File: src/rtl/pipe8_pkg.sv
package pipe8_pkg;

    localparam int XLEN      = 8;
    localparam int NREG      = 8;
    localparam int RIDX      = $clog2(NREG);
    localparam int MEM_BYTES = 32;
    localparam int AW        = $clog2(MEM_BYTES);
    localparam int PW        = 2 * XLEN;

    typedef enum logic [1:0] {
        OP_ADD = 2'b00,
        OP_MUL = 2'b01,
        OP_LD  = 2'b10,
        OP_ST  = 2'b11
    } op_e;

    typedef struct packed {
        op_e             op;
        logic [RIDX-1:0] rd;
        logic [RIDX-1:0] rs1;
        logic [RIDX-1:0] rs2;
        logic [AW-1:0]   fld;
    } instr_t;

    typedef struct packed {
        logic            vld;
        op_e             op;
        logic [RIDX-1:0] rd;
        logic [AW-1:0]   fld;
        logic [XLEN-1:0] a;
        logic [XLEN-1:0] b;
    } ex1_t;

    typedef struct packed {
        logic            vld;
        op_e             op;
        logic [RIDX-1:0] rd;
        logic [AW-1:0]   fld;
        logic [XLEN-1:0] alu;
        logic [PW-1:0]   ps;
        logic [PW-1:0]   pc;
        logic [XLEN-1:0] a;
        logic [XLEN-1:0] b;
    } ex2_t;

    typedef struct packed {
        logic            vld;
        op_e             op;
        logic [RIDX-1:0] rd;
        logic [AW-1:0]   fld;
        logic [XLEN-1:0] res;
    } mem_t;

    typedef struct packed {
        logic            vld;
        logic [RIDX-1:0] rd;
        logic [XLEN-1:0] data;
    } wb_t;

    typedef struct packed {
        logic [PW-1:0] s;
        logic [PW-1:0] c;
    } csa_t;

    // one 3:2 compression step over full product width
    function automatic csa_t csa3(logic [PW-1:0] x, logic [PW-1:0] y, logic [PW-1:0] z);
        csa_t r;
        r.s = x ^ y ^ z;
        r.c = ((x & y) | (x & z) | (y & z)) << 1;
        return r;
    endfunction

    // partial-product row i, aligned to its weight
    function automatic logic [PW-1:0] pprow(logic [XLEN-1:0] a, logic [XLEN-1:0] b, int i);
        logic [PW-1:0] ext;
        ext = {{(PW-XLEN){1'b0}}, a};
        return b[i] ? (ext << i) : '0;
    endfunction

endpackage

File: src/rtl/pipe8_regfile.sv
module pipe8_regfile
    import pipe8_pkg::*;
#(
    parameter int N = NREG,
    parameter int W = XLEN,
    localparam int IW = $clog2(N)
) (
    input  logic          clk,
    input  logic          rst,
    input  logic [IW-1:0] ra1,
    input  logic [IW-1:0] ra2,
    output logic [W-1:0]  rd1,
    output logic [W-1:0]  rd2,
    input  logic          we,
    input  logic [IW-1:0] wa,
    input  logic [W-1:0]  wd
);
    logic [W-1:0] regs [N];

    always_ff @(posedge clk) begin
        if (rst) begin
            for (int i = 0; i < N; i++) regs[i] <= '0;
        end else if (we) begin
            regs[wa] <= wd;
        end
    end

    // same-cycle write is seen by the read
    always_comb begin
        rd1 = (we && wa == ra1) ? wd : regs[ra1];
        rd2 = (we && wa == ra2) ? wd : regs[ra2];
    end
endmodule

File: src/rtl/pipe8_dmem.sv
module pipe8_dmem
    import pipe8_pkg::*;
#(
    parameter int DEPTH = MEM_BYTES,
    parameter int W     = XLEN,
    localparam int A    = $clog2(DEPTH)
) (
    input  logic         clk,
    input  logic         rst,
    input  logic         we,
    input  logic [A-1:0] addr,
    input  logic [W-1:0] wdata,
    output logic [W-1:0] rdata
);
    logic [W-1:0] cells [DEPTH];

    always_ff @(posedge clk) begin
        if (rst) begin
            for (int i = 0; i < DEPTH; i++) cells[i] <= '0;
        end else if (we) begin
            cells[addr] <= wdata;
        end
    end

    assign rdata = cells[addr];
endmodule

File: src/rtl/pipe8_csa_rows.sv
module pipe8_csa_rows
    import pipe8_pkg::*;
#(
    parameter int FIRST = 0,
    parameter int NROWS = 4
) (
    input  logic [XLEN-1:0] a,
    input  logic [XLEN-1:0] b,
    input  logic [PW-1:0]   s_in,
    input  logic [PW-1:0]   c_in,
    output logic [PW-1:0]   s_out,
    output logic [PW-1:0]   c_out
);
    for (genvar gi = 0; gi < NROWS; gi++) begin : g_row
        csa_t t;
        if (gi == 0) begin : g_head
            assign t = csa3(s_in, c_in, pprow(a, b, FIRST));
        end else begin : g_link
            assign t = csa3(g_row[gi-1].t.s, g_row[gi-1].t.c, pprow(a, b, FIRST + gi));
        end
    end

    assign s_out = g_row[NROWS-1].t.s;
    assign c_out = g_row[NROWS-1].t.c;
endmodule

File: src/rtl/pipe8_core.sv
module pipe8_core
    import pipe8_pkg::*;
#(
    parameter int MUL_SPLIT = 4
) (
    input  logic        clk,
    input  logic        rst,
    input  logic        instr_vld,
    input  logic [15:0] instr,
    output logic        wb_vld,
    output logic [2:0]  wb_rd,
    output logic [7:0]  wb_data,
    output logic        st_vld,
    output logic [4:0]  st_addr,
    output logic [7:0]  st_data
);
    localparam int TAIL_ROWS = XLEN - MUL_SPLIT;

    // input register
    logic   dec_vld;
    instr_t dec_ins;
    always_ff @(posedge clk) begin
        if (rst) begin
            dec_vld <= 1'b0;
            dec_ins <= '0;
        end else begin
            dec_vld <= instr_vld;
            dec_ins <= instr;
        end
    end

    // decode: register read
    wb_t             wb_q;
    logic [XLEN-1:0] rf_a, rf_b;

    pipe8_regfile u_rf (
        .clk (clk),
        .rst (rst),
        .ra1 (dec_ins.rs1),
        .ra2 (dec_ins.rs2),
        .rd1 (rf_a),
        .rd2 (rf_b),
        .we  (wb_q.vld),
        .wa  (wb_q.rd),
        .wd  (wb_q.data)
    );

    ex1_t ex1_q;
    always_ff @(posedge clk) begin
        if (rst) begin
            ex1_q <= '0;
        end else begin
            ex1_q.vld <= dec_vld;
            ex1_q.op  <= dec_ins.op;
            ex1_q.rd  <= dec_ins.rd;
            ex1_q.fld <= dec_ins.fld;
            ex1_q.a   <= rf_a;
            ex1_q.b   <= rf_b;
        end
    end

    // execute 1: adder and leading multiplier rows
    logic [XLEN-1:0] add_sum;
    logic [PW-1:0]   head_s, head_c;

    assign add_sum = ex1_q.a + ex1_q.b + XLEN'(ex1_q.fld);

    pipe8_csa_rows #(.FIRST(0), .NROWS(MUL_SPLIT)) u_mul_head (
        .a     (ex1_q.a),
        .b     (ex1_q.b),
        .s_in  ('0),
        .c_in  ('0),
        .s_out (head_s),
        .c_out (head_c)
    );

    ex2_t ex2_q;
    always_ff @(posedge clk) begin
        if (rst) begin
            ex2_q <= '0;
        end else begin
            ex2_q.vld <= ex1_q.vld;
            ex2_q.op  <= ex1_q.op;
            ex2_q.rd  <= ex1_q.rd;
            ex2_q.fld <= ex1_q.fld;
            ex2_q.alu <= (ex1_q.op == OP_ST) ? ex1_q.b : add_sum;
            ex2_q.ps  <= head_s;
            ex2_q.pc  <= head_c;
            ex2_q.a   <= ex1_q.a;
            ex2_q.b   <= ex1_q.b;
        end
    end

    // execute 2: trailing rows and final carry-propagate add
    logic [PW-1:0]   tail_s, tail_c, product;
    logic [XLEN-1:0] ex2_res;

    pipe8_csa_rows #(.FIRST(MUL_SPLIT), .NROWS(TAIL_ROWS)) u_mul_tail (
        .a     (ex2_q.a),
        .b     (ex2_q.b),
        .s_in  (ex2_q.ps),
        .c_in  (ex2_q.pc),
        .s_out (tail_s),
        .c_out (tail_c)
    );

    assign product = tail_s + tail_c;
    assign ex2_res = (ex2_q.op == OP_MUL) ? product[XLEN-1:0] : ex2_q.alu;

    mem_t mem_q;
    always_ff @(posedge clk) begin
        if (rst) begin
            mem_q <= '0;
        end else begin
            mem_q.vld <= ex2_q.vld;
            mem_q.op  <= ex2_q.op;
            mem_q.rd  <= ex2_q.rd;
            mem_q.fld <= ex2_q.fld;
            mem_q.res <= ex2_res;
        end
    end

    // memory stage
    logic            mem_we;
    logic [XLEN-1:0] mem_rdata;

    assign mem_we = mem_q.vld && (mem_q.op == OP_ST);

    pipe8_dmem u_dmem (
        .clk   (clk),
        .rst   (rst),
        .we    (mem_we),
        .addr  (mem_q.fld),
        .wdata (mem_q.res),
        .rdata (mem_rdata)
    );

    always_ff @(posedge clk) begin
        if (rst) begin
            wb_q    <= '0;
            st_vld  <= 1'b0;
            st_addr <= '0;
            st_data <= '0;
        end else begin
            wb_q.vld  <= mem_q.vld && (mem_q.op != OP_ST);
            wb_q.rd   <= mem_q.rd;
            wb_q.data <= (mem_q.op == OP_LD) ? mem_rdata : mem_q.res;
            st_vld    <= mem_we;
            st_addr   <= mem_q.fld;
            st_data   <= mem_q.res;
        end
    end

    // writeback: register file write and registered report
    always_ff @(posedge clk) begin
        if (rst) begin
            wb_vld  <= 1'b0;
            wb_rd   <= '0;
            wb_data <= '0;
        end else begin
            wb_vld  <= wb_q.vld;
            wb_rd   <= wb_q.rd;
            wb_data <= wb_q.data;
        end
    end
endmodule

File: config.mk
export PLATFORM = sky130hd
export DESIGN_NAME = pipe8_core
export DESIGN_NICKNAME = d
export VERILOG_FILES = /design/src/rtl/pipe8_pkg.sv /design/src/rtl/pipe8_regfile.sv /design/src/rtl/pipe8_dmem.sv /design/src/rtl/pipe8_csa_rows.sv /design/src/rtl/pipe8_core.sv
export SDC_FILE = /design/constraint.sdc
export NUM_CORES = 1
export LEC_CHECK = 0
export CORE_UTILIZATION = 38
export DETAILED_ROUTE_END_ITERATION = 8
export PLACE_DENSITY = 0.52
export REMOVE_ABC_BUFFERS = 1
export SKIP_LAST_GASP = 1
export SLEW_MARGIN = 20
export SYNTH_ARGS = -nofsm -noshare
export SYNTH_HDL_FRONTEND = slang
export SYNTH_SLANG_ARGS = --single-unit
File: constraint.sdc
create_clock -name clk -period 6.85 [get_ports clk]
set_input_delay 1.0275 -clock clk [delete_from_list [all_inputs] [get_ports clk]]
set_output_delay 1.0275 -clock clk [all_outputs]
set_load 0.02 [all_outputs]
==> flow_summary_export.csv, run 1 <==
group,metric,value,unit
timing,tightestPinTransition,1.114,ns
power_and_ir_drop,leakagePower,8.360,nW
drt,num_vias,11550,
logic_synthesis,ys_top_cells_by_area,"edfxtp_1 47%, dfxtp_1 14%, and2_1 10%",
timing,fin_setup_tns,0,ns
clock_tree,cts_resized,0,
worst_setup_path,cp_cell_sequence,"nor2b_1, nand2_1, nor2_1, or2_2",
global_routing,grt_usage,0.1872,
worst_setup_path,cp_top_family,"simple AND/OR/NAND/NOR gates",
drt,routedWlPerCell,22.54,um
worst_setup_path,crit_required,7.13,ns
timing,setup_viol,0,
global_routing,overflow,0,
clock_tree,clock-sinks,460,
drt,drc,0,
clock_tree,path_clk_slew,0.06,ns
worst_setup_path,crit_path_max_incr_delay,0.92,ns
logic_synthesis,synth_largest_area_cell,"edfxtp_1",
outcome,outcome,"finished, final reports clean",
timing,min_period,3.122,ns
logic_synthesis,yosys_warnings,0,
worst_setup_path,worstPathArrival,3.40,ns
cells_and_area,areaGrowthSynthToFinish,13.05,%
logic_synthesis,synth_cell_type_count,59,
drt,totalWireLength,50.59,mm
clock_tree,hold_buffers,0,
global_routing,antenna_found_initial,1,
worst_setup_path,setup.worst_path.end_class,"flop",
worst_setup_path,critPathMaxFanout,14,
placement,hpwl,32.52,mm
power_and_ir_drop,finalPower,6.281,mW
power_and_ir_drop,power_frac_seq,0.506,
placement,io_buffer_count,44,
worst_setup_path,setup.worst_path.start_class,"flop",
power_and_ir_drop,internal-power,4.914,mW
worst_hold_path,hp-class,"flop to flop",
floorplanning,die_area,0.05516,mm2
cells_and_area,layoutNonFillerInstCount,2244,
power_and_ir_drop,vdd_drop_max,163.5,uV
logic_synthesis,yosysSeqAreaShare,0.6023,
global_routing,grt_pass1_wl,76.35,mm
cells_and_area,diodes,0,
placement,dp.cells,2150,
floorplanning,die_w,234.9,um
clock_tree,ctsRootBufferMaster,"clkbuf_16",
logic_synthesis,synth_top_area_frac,0.4663,
drt,first_pass_iters,5,
clock_tree,cts_buffer_depth,3,
floorplanning,initial_core_util,0.3883,
logic_synthesis,ys_top_cells_by_count,"340 x and2_1, 320 x edfxtp_1, 140 x dfxtp_1",
cells_and_area,finalNetCount,1571,
timing,max_freq,0.3203,GHz
placement,routabilityCongestion,0.7999,
cells_and_area,drive_gt1_frac,0.1491,
power_and_ir_drop,power.density,269.6,mW/mm2
power_and_ir_drop,switching_power,1.367,mW
timing,slew_viol_final,0,
timing,period_share,0.4557,
logic_synthesis,ys_seq_elements,460,
power_and_ir_drop,switching_share,0.2176,
drt,drt_iter0_markers,1050,
drt,vias_per_cell,5.148,
floorplanning,rows,84,
logic_synthesis,async_reset_ff_frac,0,
timing,rsz0062_at_grt,"false",
worst_setup_path,path_class,"flop to flop",
power_and_ir_drop,p_comb_frac,0.048,
floorplanning,fp.coreArea,0.05308,mm2
clock_tree,postCtsSetupBuffers,0,
worst_setup_path,slowest_stage,"nor2b_1",
logic_synthesis,synth-edff-count,320,
drt,ant_nets,0,
floorplanning,die_height,234.9,um
clock_tree,cts_tree,"done",
timing,clock-skew-final,0.01453,ns
global_routing,grt_max_degree,75,
power_and_ir_drop,power.share.clock,0.447,
logic_synthesis,synth_cells,1499,
clock_tree,cts_max_level,2,
logic_synthesis,ys.flop_type,"edfxtp_1",
logic_synthesis,yosysMostFrequentCell,"and2_1",
clock_tree,clk_latency,0.59,ns
timing,slew_headroom,0.2571,
flow_run,maxCapViolations,0,
clock_tree,numCtsBuffers,50,
worst_setup_path,path_buf_inv,0,
logic_synthesis,postSynthAreaPerCell,13.75,um2
timing,finalHoldViolCount,0,
floorplanning,ios,45,
logic_synthesis,synth_area,0.02061,mm2
global_routing,grt_pass1_vias,11720,
-- power by group through the flow --
| stage | Clock (mW) | Sequential [mW] | Combinational, mW |
|---|---|---|---|
| detailed placement | 0 | 3.24 | 0.303 |
| global placement | 0 | 3.24 | 0.301 |
| CTS | 2.88 | 3.18 | 0.305 |
| floorplan | 0 | 3.19 | 0.177 |
| global route | 2.98 | 3.19 | 0.328 |
| finish | 2.81 | 3.18 | 0.299 |
-- path summary, 6_finish.rpt --
| kind | from | end | slack (ns) | depth (start not counted) |
|---|---|---|---|---|
| hold reg to reg | mem_q[13] | wb_q[8] | 0.43 | 1 |
| hold / removal | mem_q[13] | wb_q[8] | 0.43 | 1 |
| setup reg to reg | u_dmem.addr[2] | u_dmem.cells[21][1] | 3.73 | 4 |
| setup / recovery | u_dmem.addr[2] | u_dmem.cells[21][1] | 3.73 | 4 |
-- metrics by stage --
stage / utilization / area [um2] / setup slack (ns) / hold slack, ns
2_1_floorplan: - / 20150 / 2.967 / 0.4113
3_3_place_gp: 0.4060 / 21550 / 3.487 / 0.4168
3_5_place_dp: 0.4061 / 21550 / 3.474 / 0.4242
4_1_cts: 0.4388 / 23290 / 3.703 / 0.4344
5_1_grt: 0.4389 / 23300 / 3.450 / 0.4441
6_report: 0.4389 / 23300 / 3.728 / 0.4295
-- kinds of logic after synthesis --
family	after synthesis	share of synthesized area
adder cells (fa/ha/maj)	38	0.03072
buffers and inverters	115	0.02659
AO/OA/AOI/OAI	89	0.03078
XOR/XNOR	23	0.009776
flip-flops	460	0.6023
multiplexers	130	0.1141
AND/OR/NAND/NOR	644	0.1857
-- state kept, by name, summed over array words and instances, names as in the netlist --
| name | cells |
|---|---|
| st_vld | 1 |
| dec_vld | 1 |
| u_dmem.addr | 5 |
| wb_vld | 1 |
| wb_q | 12 |
| wb_data | 8 |
| u_rf.regs | 64 |
| mem_q | 14 |
| st_data | 8 |
| ex1_q | 27 |
| wb_rd | 3 |
| ex2_q | 39 |
| u_dmem.cells | 256 |
| st_addr | 5 |
| dec_ins | 16 |
-- cells in the final DEF, fill, tap and decap left out, types with 5 or more instances in the layout --
master and n:
mux2i_1 46, fa_1 21, mux4_2 76, clkbuf_16 54, or2_2 42, nand2_1 44, nor2_1 62, a311oi_1 5
mux4_1 6, a21oi_1 14, clkinv_1 13, a211oi_1 23, clkbuf_1 7, dfxtp_2 7, nor3_1 8, nor4_1 5
buf_4 11, ha_1 17, inv_1 23, nand3_1 6, clkdlybuf4s50_1 43, bufinv_16 6, a22oi_1 5, edfxtp_1 320
clkinv_2 5, xnor2_1 20, clkbuf_8 6, nand2b_1 9, o22ai_1 14, dfxtp_1 131, nor2_4 8, and2_1 340
nor2b_1 101
-- metal layers --
layer | vias up | part of all wire | global-route usage
li1 | 5360 | - | -
met1 | 5841 | 0.44 | 0.2504
met2 | 253 | 0.48 | 0.3081
met3 | 96 | 0.040 | 0.02585
met4 | 2 | 0.035 | 0.07396
met5 | - | 0.00026 | 0
-- final cells by class --
class / instances / area (um2)
repair buffers: 55 / 524.3
inverters: 23 / 86.33
clock buffers: 67 / 1460
fillers: 4733 / 29780
multi-input cells: 924 / 7659
clock inverters: 27 / 277.8
well taps: 688 / 860.8
flip-flops and latches: 460 / 12430
Power figures use the tool's default switching activity.
==> run 2, diff against run 1 <==
==> constraint.sdc (replaced) <==
create_clock -name clk -period 2.9 [get_ports clk]
set_input_delay 0.435 -clock clk [delete_from_list [all_inputs] [get_ports clk]]
set_output_delay 0.435 -clock clk [all_outputs]
set_load 0.02 [all_outputs]
==> run 2 against run 1 <==
Against the previous run: count of clock-buffer cells in the layout up 5; via count up 1.1%; flip-flop and latch count unchanged; sequential share of layout area down 1.4 points; worst hold slack worse by 0.20 ns; combinational power rose to 2.7 times the previous value; critical path depth up 5; clock skew up 0.015 ns; clock power up 140%; routed wire length up 2.0%.
==> flow_summary_export.csv, run 2 (same netlist as run 1, synthesis figures left out) <==
group,metric,value,unit
timing,period_share,0.9033,
timing,slew_headroom,0.2536,
drt,vias_per_cell,5.038,
timing,min_period,2.620,ns
drt,first_pass_iters,5,
power_and_ir_drop,switching_power,3.324,mW
clock_tree,cts_max_level,2,
timing,setup_viol,0,
global_routing,grtUsageMet3,0.02596,
clock_tree,cts_resized,0,
timing,tightestPinTransition,1.118,ns
worst_hold_path,hp-start,"rst",
worst_hold_path,min_to,"wb_q[11]",
timing,clock-skew-final,0.02933,ns
worst_setup_path,path_class,"flop to flop",
cells_and_area,top_regs,"u_dmem.cells (256), u_rf.regs (64), ex2_q (39)",
worst_setup_path,cp_top_family,"adder cells",
worst_hold_path,hold_depth,3,
clock_tree,hold_buffers,0,
power_and_ir_drop,vdd_drop_max,416.5,uV
global_routing,grtUsageMet1,0.2524,
floorplanning,fp.coreArea,0.05308,mm2
timing,finalHoldViolCount,0,
placement,dp.cells,2222,
floorplanning,die_w,234.9,um
worst_setup_path,crit_path_max_incr_delay,0.48,ns
clock_tree,path_clk_slew,0.06,ns
cells_and_area,areaGrowthSynthToFinish,16.01,%
power_and_ir_drop,power_frac_seq,0.495,
timing,rsz0062_at_grt,"false",
global_routing,grt_max_degree,133,
floorplanning,rows,84,
cells_and_area,mostFrequentLayoutCells,"340 x and2_1, 320 x edfxtp_1, 138 x dfxtp_1, 101 x nor2b_1, 78 x buf_4",
worst_hold_path,hp-class,"input pin to flop",
worst_setup_path,setup.worst_path.start_class,"flop",
clock_tree,cts_buffer_depth,3,
placement,hpwl,34.57,mm
cells_and_area,finalNetCount,1644,
cells_and_area,layoutNonFillerInstCount,2318,
global_routing,busiest_layer,"met2",
worst_setup_path,slowest_stage,"fa_1",
outcome,outcome,"finished, final reports clean",
clock_tree,ctsRootBufferMaster,"clkbuf_16",
worst_setup_path,setup.worst_path.end_class,"flop",
cells_and_area,final_common_cell,"and2_1",
floorplanning,die_area,0.05516,mm2
placement,routabilityCongestion,0.7958,
clock_tree,cts_tree,"done",
worst_setup_path,crit_required,3.40,ns
power_and_ir_drop,p_comb_frac,0.054,
worst_setup_path,r2r_setup_slack,0.28,ns
worst_setup_path,cp_cell_sequence,"and2_1, fa_1, inv_1, fa_1, fa_1, xor2_1, xnor2_1, xnor2_1, a211oi_1",
worst_setup_path,rr_startpoint,"ex2_q[9]",
worst_setup_path,path_buf_inv,1,
drt,num_vias,11680,
cells_and_area,diodes,0,
power_and_ir_drop,leakagePower,8.770,nW
worst_setup_path,timing.rr.end,"mem_q[7]",
timing,max_freq,0.3817,GHz
cells_and_area,design_area,0.02391,mm2
floorplanning,initial_core_util,0.3883,
power_and_ir_drop,internal-power,11.66,mW
power_and_ir_drop,power.density,626.8,mW/mm2
worst_setup_path,crit_path_start,"ex2_q[9]",
timing,slew_viol_final,0,
worst_setup_path,worstPathArrival,3.12,ns
cells_and_area,regMostFlops,"u_dmem.cells",
global_routing,grt_usage,0.1900,
global_routing,overflow,0,
drt,drt_iter0_markers,873,
global_routing,grt_pass1_vias,12310,
global_routing,use_met2,0.3205,
drt,totalWireLength,51.58,mm
placement,place_area,0.02214,mm2
global_routing,antenna_found_initial,0,
global_routing,grt_pass1_wl,78.65,mm
clock_tree,postCtsSetupBuffers,0,
cells_and_area,drive_gt1_frac,0.1853,
cells_and_area,largest_reg_flops,256,
drt,ant_nets,0,
power_and_ir_drop,power.share.clock,0.451,
clock_tree,clock-sinks,460,
worst_setup_path,critPathMaxFanout,3,
floorplanning,ios,45,
drt,routedWlPerCell,22.25,um
placement,io_buffer_count,44,
clock_tree,clk_latency,0.60,ns
power_and_ir_drop,switching_share,0.2218,
drt,drc,0,
floorplanning,die_height,234.9,um
worst_setup_path,cp_common_cell,"fa_1",
flow_run,maxCapViolations,0,
clock_tree,numCtsBuffers,51,
worst_setup_path,worst_r2r_path_depth,9,
==> run 2: changes by cell type in the layout (fill, tap and decap cells not counted), moves of 2 or more <==
cell,previous run,this run
inv_6,0,2
dfxtp_2,7,0
clkbuf_1,7,11
buf_12,0,5
clkinv_1,13,5
dfxtp_1,131,138
buf_4,11,78
clkinv_2,5,8
==> run 2: through the flow <==
step / setup TNS (ns) / util / power, mW / hold WS, ns / setup WS (ns)
3_3_place_gp: 0 / 0.4172 / 8.376 / 0.4158 / 0.2840
6_report: 0 / 0.4504 / 14.99 / 0.2268 / 0.2804
2_1_floorplan: -384.91 / - / 7.943 / 0.4113 / -0.9831
5_1_grt: 0 / 0.4504 / 15.46 / 0.2202 / 0.1836
3_5_place_dp: 0 / 0.4172 / 8.383 / 0.4223 / 0.2532
4_1_cts: 0 / 0.4503 / 15.15 / 0.1964 / 0.2638
==> run 2: how the worst max path moves through the flow <==
stage                          to  cells past startpoint
2_1_floorplan  u_dmem.cells[0][0]                      3
3_3_place_gp             mem_q[7]                      9
3_5_place_dp             mem_q[7]                      9
4_1_cts                  mem_q[7]                      9
5_1_grt                  mem_q[7]                      9
6_report                 mem_q[7]                      9
==> run 2: final cells by class <==
| cell class | count | area, um2 |
|---|---|---|
| clock buffer | 72 | 1471 |
| clock inverter | 24 | 287.8 |
| fill | 4724 | 29170 |
| inverter | 23 | 86.33 |
| multi-input combinational | 924 | 7654 |
| sequential | 460 | 12420 |
| tap | 688 | 860.8 |
| timing repair buffer | 127 | 1127 |
==> run 2: metal layers <==
metal  vias to the layer above  wire length (um)
met5                         -                 0
met1                      5924             23380
met3                        84              1675
met2                       184             25180
met4                         0              1348
li1                       5486                 -
==> run 2: power by group through the flow <==
stage | clock (mW) | sequential (mW) | combinational [mW]
floorplan | 0 | 7.53 | 0.418
global placement | 0 | 7.55 | 0.825
detailed placement | 0 | 7.56 | 0.826
CTS | 6.90 | 7.42 | 0.831
global route | 7.13 | 7.44 | 0.887
finish | 6.76 | 7.41 | 0.814
==> run 2: tightest hold or removal path, delay by kind of cell <==
kind / cells / cell delay (ns)
simple gates: 1 / 0.15
buf+inv: 1 / 0.11
compound gates: 1 / 0.07
==> run 3, diff against run 2 <==
--- a/config.mk
+++ b/config.mk
@@ -7,7 +7,6 @@
 export LEC_CHECK = 0
 export CORE_UTILIZATION = 38
 export DETAILED_ROUTE_END_ITERATION = 8
-export PLACE_DENSITY = 0.52
 export REMOVE_ABC_BUFFERS = 1
 export SKIP_LAST_GASP = 1
 export SLEW_MARGIN = 20
==> constraint.sdc (replaced) <==
create_clock -name clk -period 2.15 [get_ports clk]
set_input_delay 0.3225 -clock clk [delete_from_list [all_inputs] [get_ports clk]]
set_output_delay 0.3225 -clock clk [all_outputs]
set_load 0.02 [all_outputs]
==> run 3 against run 2 <==
Against the previous run: the run now ends with setup timing left; die area is the same; clock power increased by 21%; combinational power is 49% higher; first-iteration DRC count up 5.7%; sequential share of layout area decreased by 0.77 points; sequential power up 34%; final cell count is 2.2% higher; global-route usage decreased by 0.61 points; routed wire length down 2.3%; highest routed layer unchanged.
==> flow_summary_export.csv, run 3 (same netlist as run 1, synthesis figures left out) <==
group,metric,value,unit
power_and_ir_drop,power_frac_seq,0.514,
worst_setup_path,timing.rr.end,"mem_q[7]",
power_and_ir_drop,leakagePower,8.992,nW
timing,clock-skew-final,0.03410,ns
cells_and_area,top_regs,"u_dmem.cells (256), u_rf.regs (64), ex2_q (39)",
flow_run,maxCapViolations,0,
floorplanning,initial_core_util,0.3883,
worst_setup_path,crit_path_max_incr_delay,0.49,ns
clock_tree,clock-sinks,460,
timing,period_share,1.174,
worst_setup_path,setup.worst_path.start_class,"flop",
worst_setup_path,slowest_stage,"fa_1",
power_and_ir_drop,switching_power,4.408,mW
drt,vias_per_cell,5.092,
global_routing,grt_pass1_vias,12620,
cells_and_area,mostFrequentLayoutCells,"335 x and2_1, 320 x edfxtp_1, 129 x dfxtp_1, 123 x buf_4, 101 x nor2b_1",
power_and_ir_drop,internal-power,14.96,mW
worst_setup_path,cp_cell_sequence,"and2_4, fa_1, fa_1, inv_1, fa_2, xor2_1, xnor2_1, xnor2_1, a211oi_2",
cells_and_area,regMostFlops,"u_dmem.cells",
drt,first_pass_iters,5,
drt,num_vias,12070,
global_routing,antenna_found_initial,1,
placement,routabilityCongestion,0.8210,
floorplanning,die_height,234.9,um
cells_and_area,largest_reg_flops,256,
global_routing,overflow,0,
cells_and_area,finalNetCount,1699,
floorplanning,die_w,234.9,um
worst_setup_path,path_depth,9,
floorplanning,fp.coreArea,0.05308,mm2
floorplanning,die_area,0.05516,mm2
timing,finalHoldViolCount,0,
power_and_ir_drop,switching_share,0.2276,
clock_tree,cts_buffer_depth,3,
cells_and_area,layoutNonFillerInstCount,2370,
cells_and_area,fillers,4658,
worst_setup_path,path_class,"flop to flop",
worst_setup_path,rr_startpoint,"ex2_q[10]",
power_and_ir_drop,p_comb_frac,0.063,
clock_tree,numCtsBuffers,50,
clock_tree,path_clk_slew,0.06,ns
power_and_ir_drop,finalPower,19.37,mW
timing,min_period,2.525,ns
clock_tree,ctsRootBufferMaster,"clkbuf_16",
drt,routedWlPerCell,21.25,um
placement,io_buffer_count,44,
timing,fin_hold_ws,0.1002,ns
outcome,violations,"setup timing",
timing,max_freq,0.3961,GHz
outcome,outcome,"finished with violations",
worst_setup_path,cp-endpoint,"mem_q[7]",
global_routing,grt_usage,0.1840,
clock_tree,cts_max_level,2,
timing,finalWorstSetupSlack,-0.3747,ns
power_and_ir_drop,power.density,797.0,mW/mm2
floorplanning,ios,45,
timing,slew_headroom,0.5464,
worst_setup_path,setup.worst_path.end_class,"flop",
clock_tree,clk_latency,0.61,ns
worst_hold_path,hp-class,"input pin to flop",
power_and_ir_drop,power.share.clock,0.424,
drt,ant_nets,0,
placement,dp.cells,2270,
floorplanning,rows,84,
cells_and_area,drive_gt1_frac,0.2259,
cells_and_area,areaGrowthSynthToFinish,17.91,%
clock_tree,cts_tree,"done",
power_and_ir_drop,vdd_drop_max,569.6,uV
worst_setup_path,r2r_setup_slack,-0.37,ns
timing,slew_viol_final,0,
global_routing,grt_pass1_wl,76.40,mm
drt,totalWireLength,50.37,mm
worst_setup_path,worst_r2r_path_depth,9,
global_routing,grt_max_degree,141,
cells_and_area,final_common_cell,"and2_1",
worst_setup_path,cp_top_family,"adder cells",
worst_setup_path,critPathMaxFanout,2,
worst_setup_path,crit_path_start,"ex2_q[10]",
worst_setup_path,worstPathArrival,2.96,ns
timing,rsz0062_at_grt,"true",
placement,hpwl,33.40,mm
drt,drt_iter0_markers,923,
drt,drc,0,
worst_setup_path,crit_required,2.59,ns
cells_and_area,diodes,0,
timing,setup_viol,2,
worst_setup_path,path_buf_inv,1,
timing,tightestPinTransition,0.6805,ns
-- run 3: how the worst min path moves through the flow --
stage / from / to / slack [ns] / cells after the start
6_report: rst / wb_q[11] / 0.10 / 3
5_1_grt: rst / wb_q[11] / 0.08 / 3
2_1_floorplan: rst / ex2_q[56] / 0.39 / 1
3_5_place_dp: mem_q[13] / wb_q[8] / 0.42 / 1
3_3_place_gp: mem_q[14] / wb_q[9] / 0.42 / 1
4_1_cts: rst / wb_q[11] / 0.07 / 3
-- run 3: cell type report --
type                            count  area (um2)  area share
Clock inverter                     17       130.1    0.005355
Inverter                           23       86.33    0.003553
Tap cell                          688       860.8     0.03543
Multi-Input combinational cell    924        7731      0.3182
Sequential cell                   460       12440      0.5118
Timing Repair Buffer              183        1639     0.06746
Clock buffer                       75        1415     0.05824
-- run 3: what timing repair did --
item,4_1_cts,5_1_grt
hold endpoints to repair,0,0
buffers inserted,2,6
hold buffers,0,0
pin swaps,8,19
gates resized for setup,13,25
setup endpoints to repair,12,75
cloned,0,0
-- run 3: power groups by stage --
stage	sequential, mW	clock [mW]	combinational, mW
CTS	9.95	8.37	1.20
finish	9.95	8.21	1.21
global route	9.98	8.71	1.31
floorplan	10.2	0	0.564
detailed placement	10.1	0	1.19
global placement	10.1	0	1.18
-- run 3: per-layer routing --
layer,global-route usage,vias up,part of all wire
met4,0.06001,0,0.028
met1,0.2375,6093,0.43
met2,0.3112,282,0.49
met5,0,-,0
met3,0.03501,89,0.049
li1,-,5605,-
-- run 3: stage by stage --
stage,setup slack [ns],utilization,setup TNS (ns),area [um2]
after floorplan,-1.733,-,-776.30,20150
after global placement,-0.4463,0.4251,-0.9685,22560
after detailed placement,-0.4985,0.4251,-1.199,22560
after CTS,-0.4485,0.4553,-0.8106,24160
after global routing,-0.4552,0.4578,-1.059,24300
final,-0.3747,0.4578,-0.4518,24300
-- run 3: tightest hold or removal path, stage by stage --
cell,delay (ns)
buf_6,0.13
nand2b_4,0.15
a21oi_1,0.04
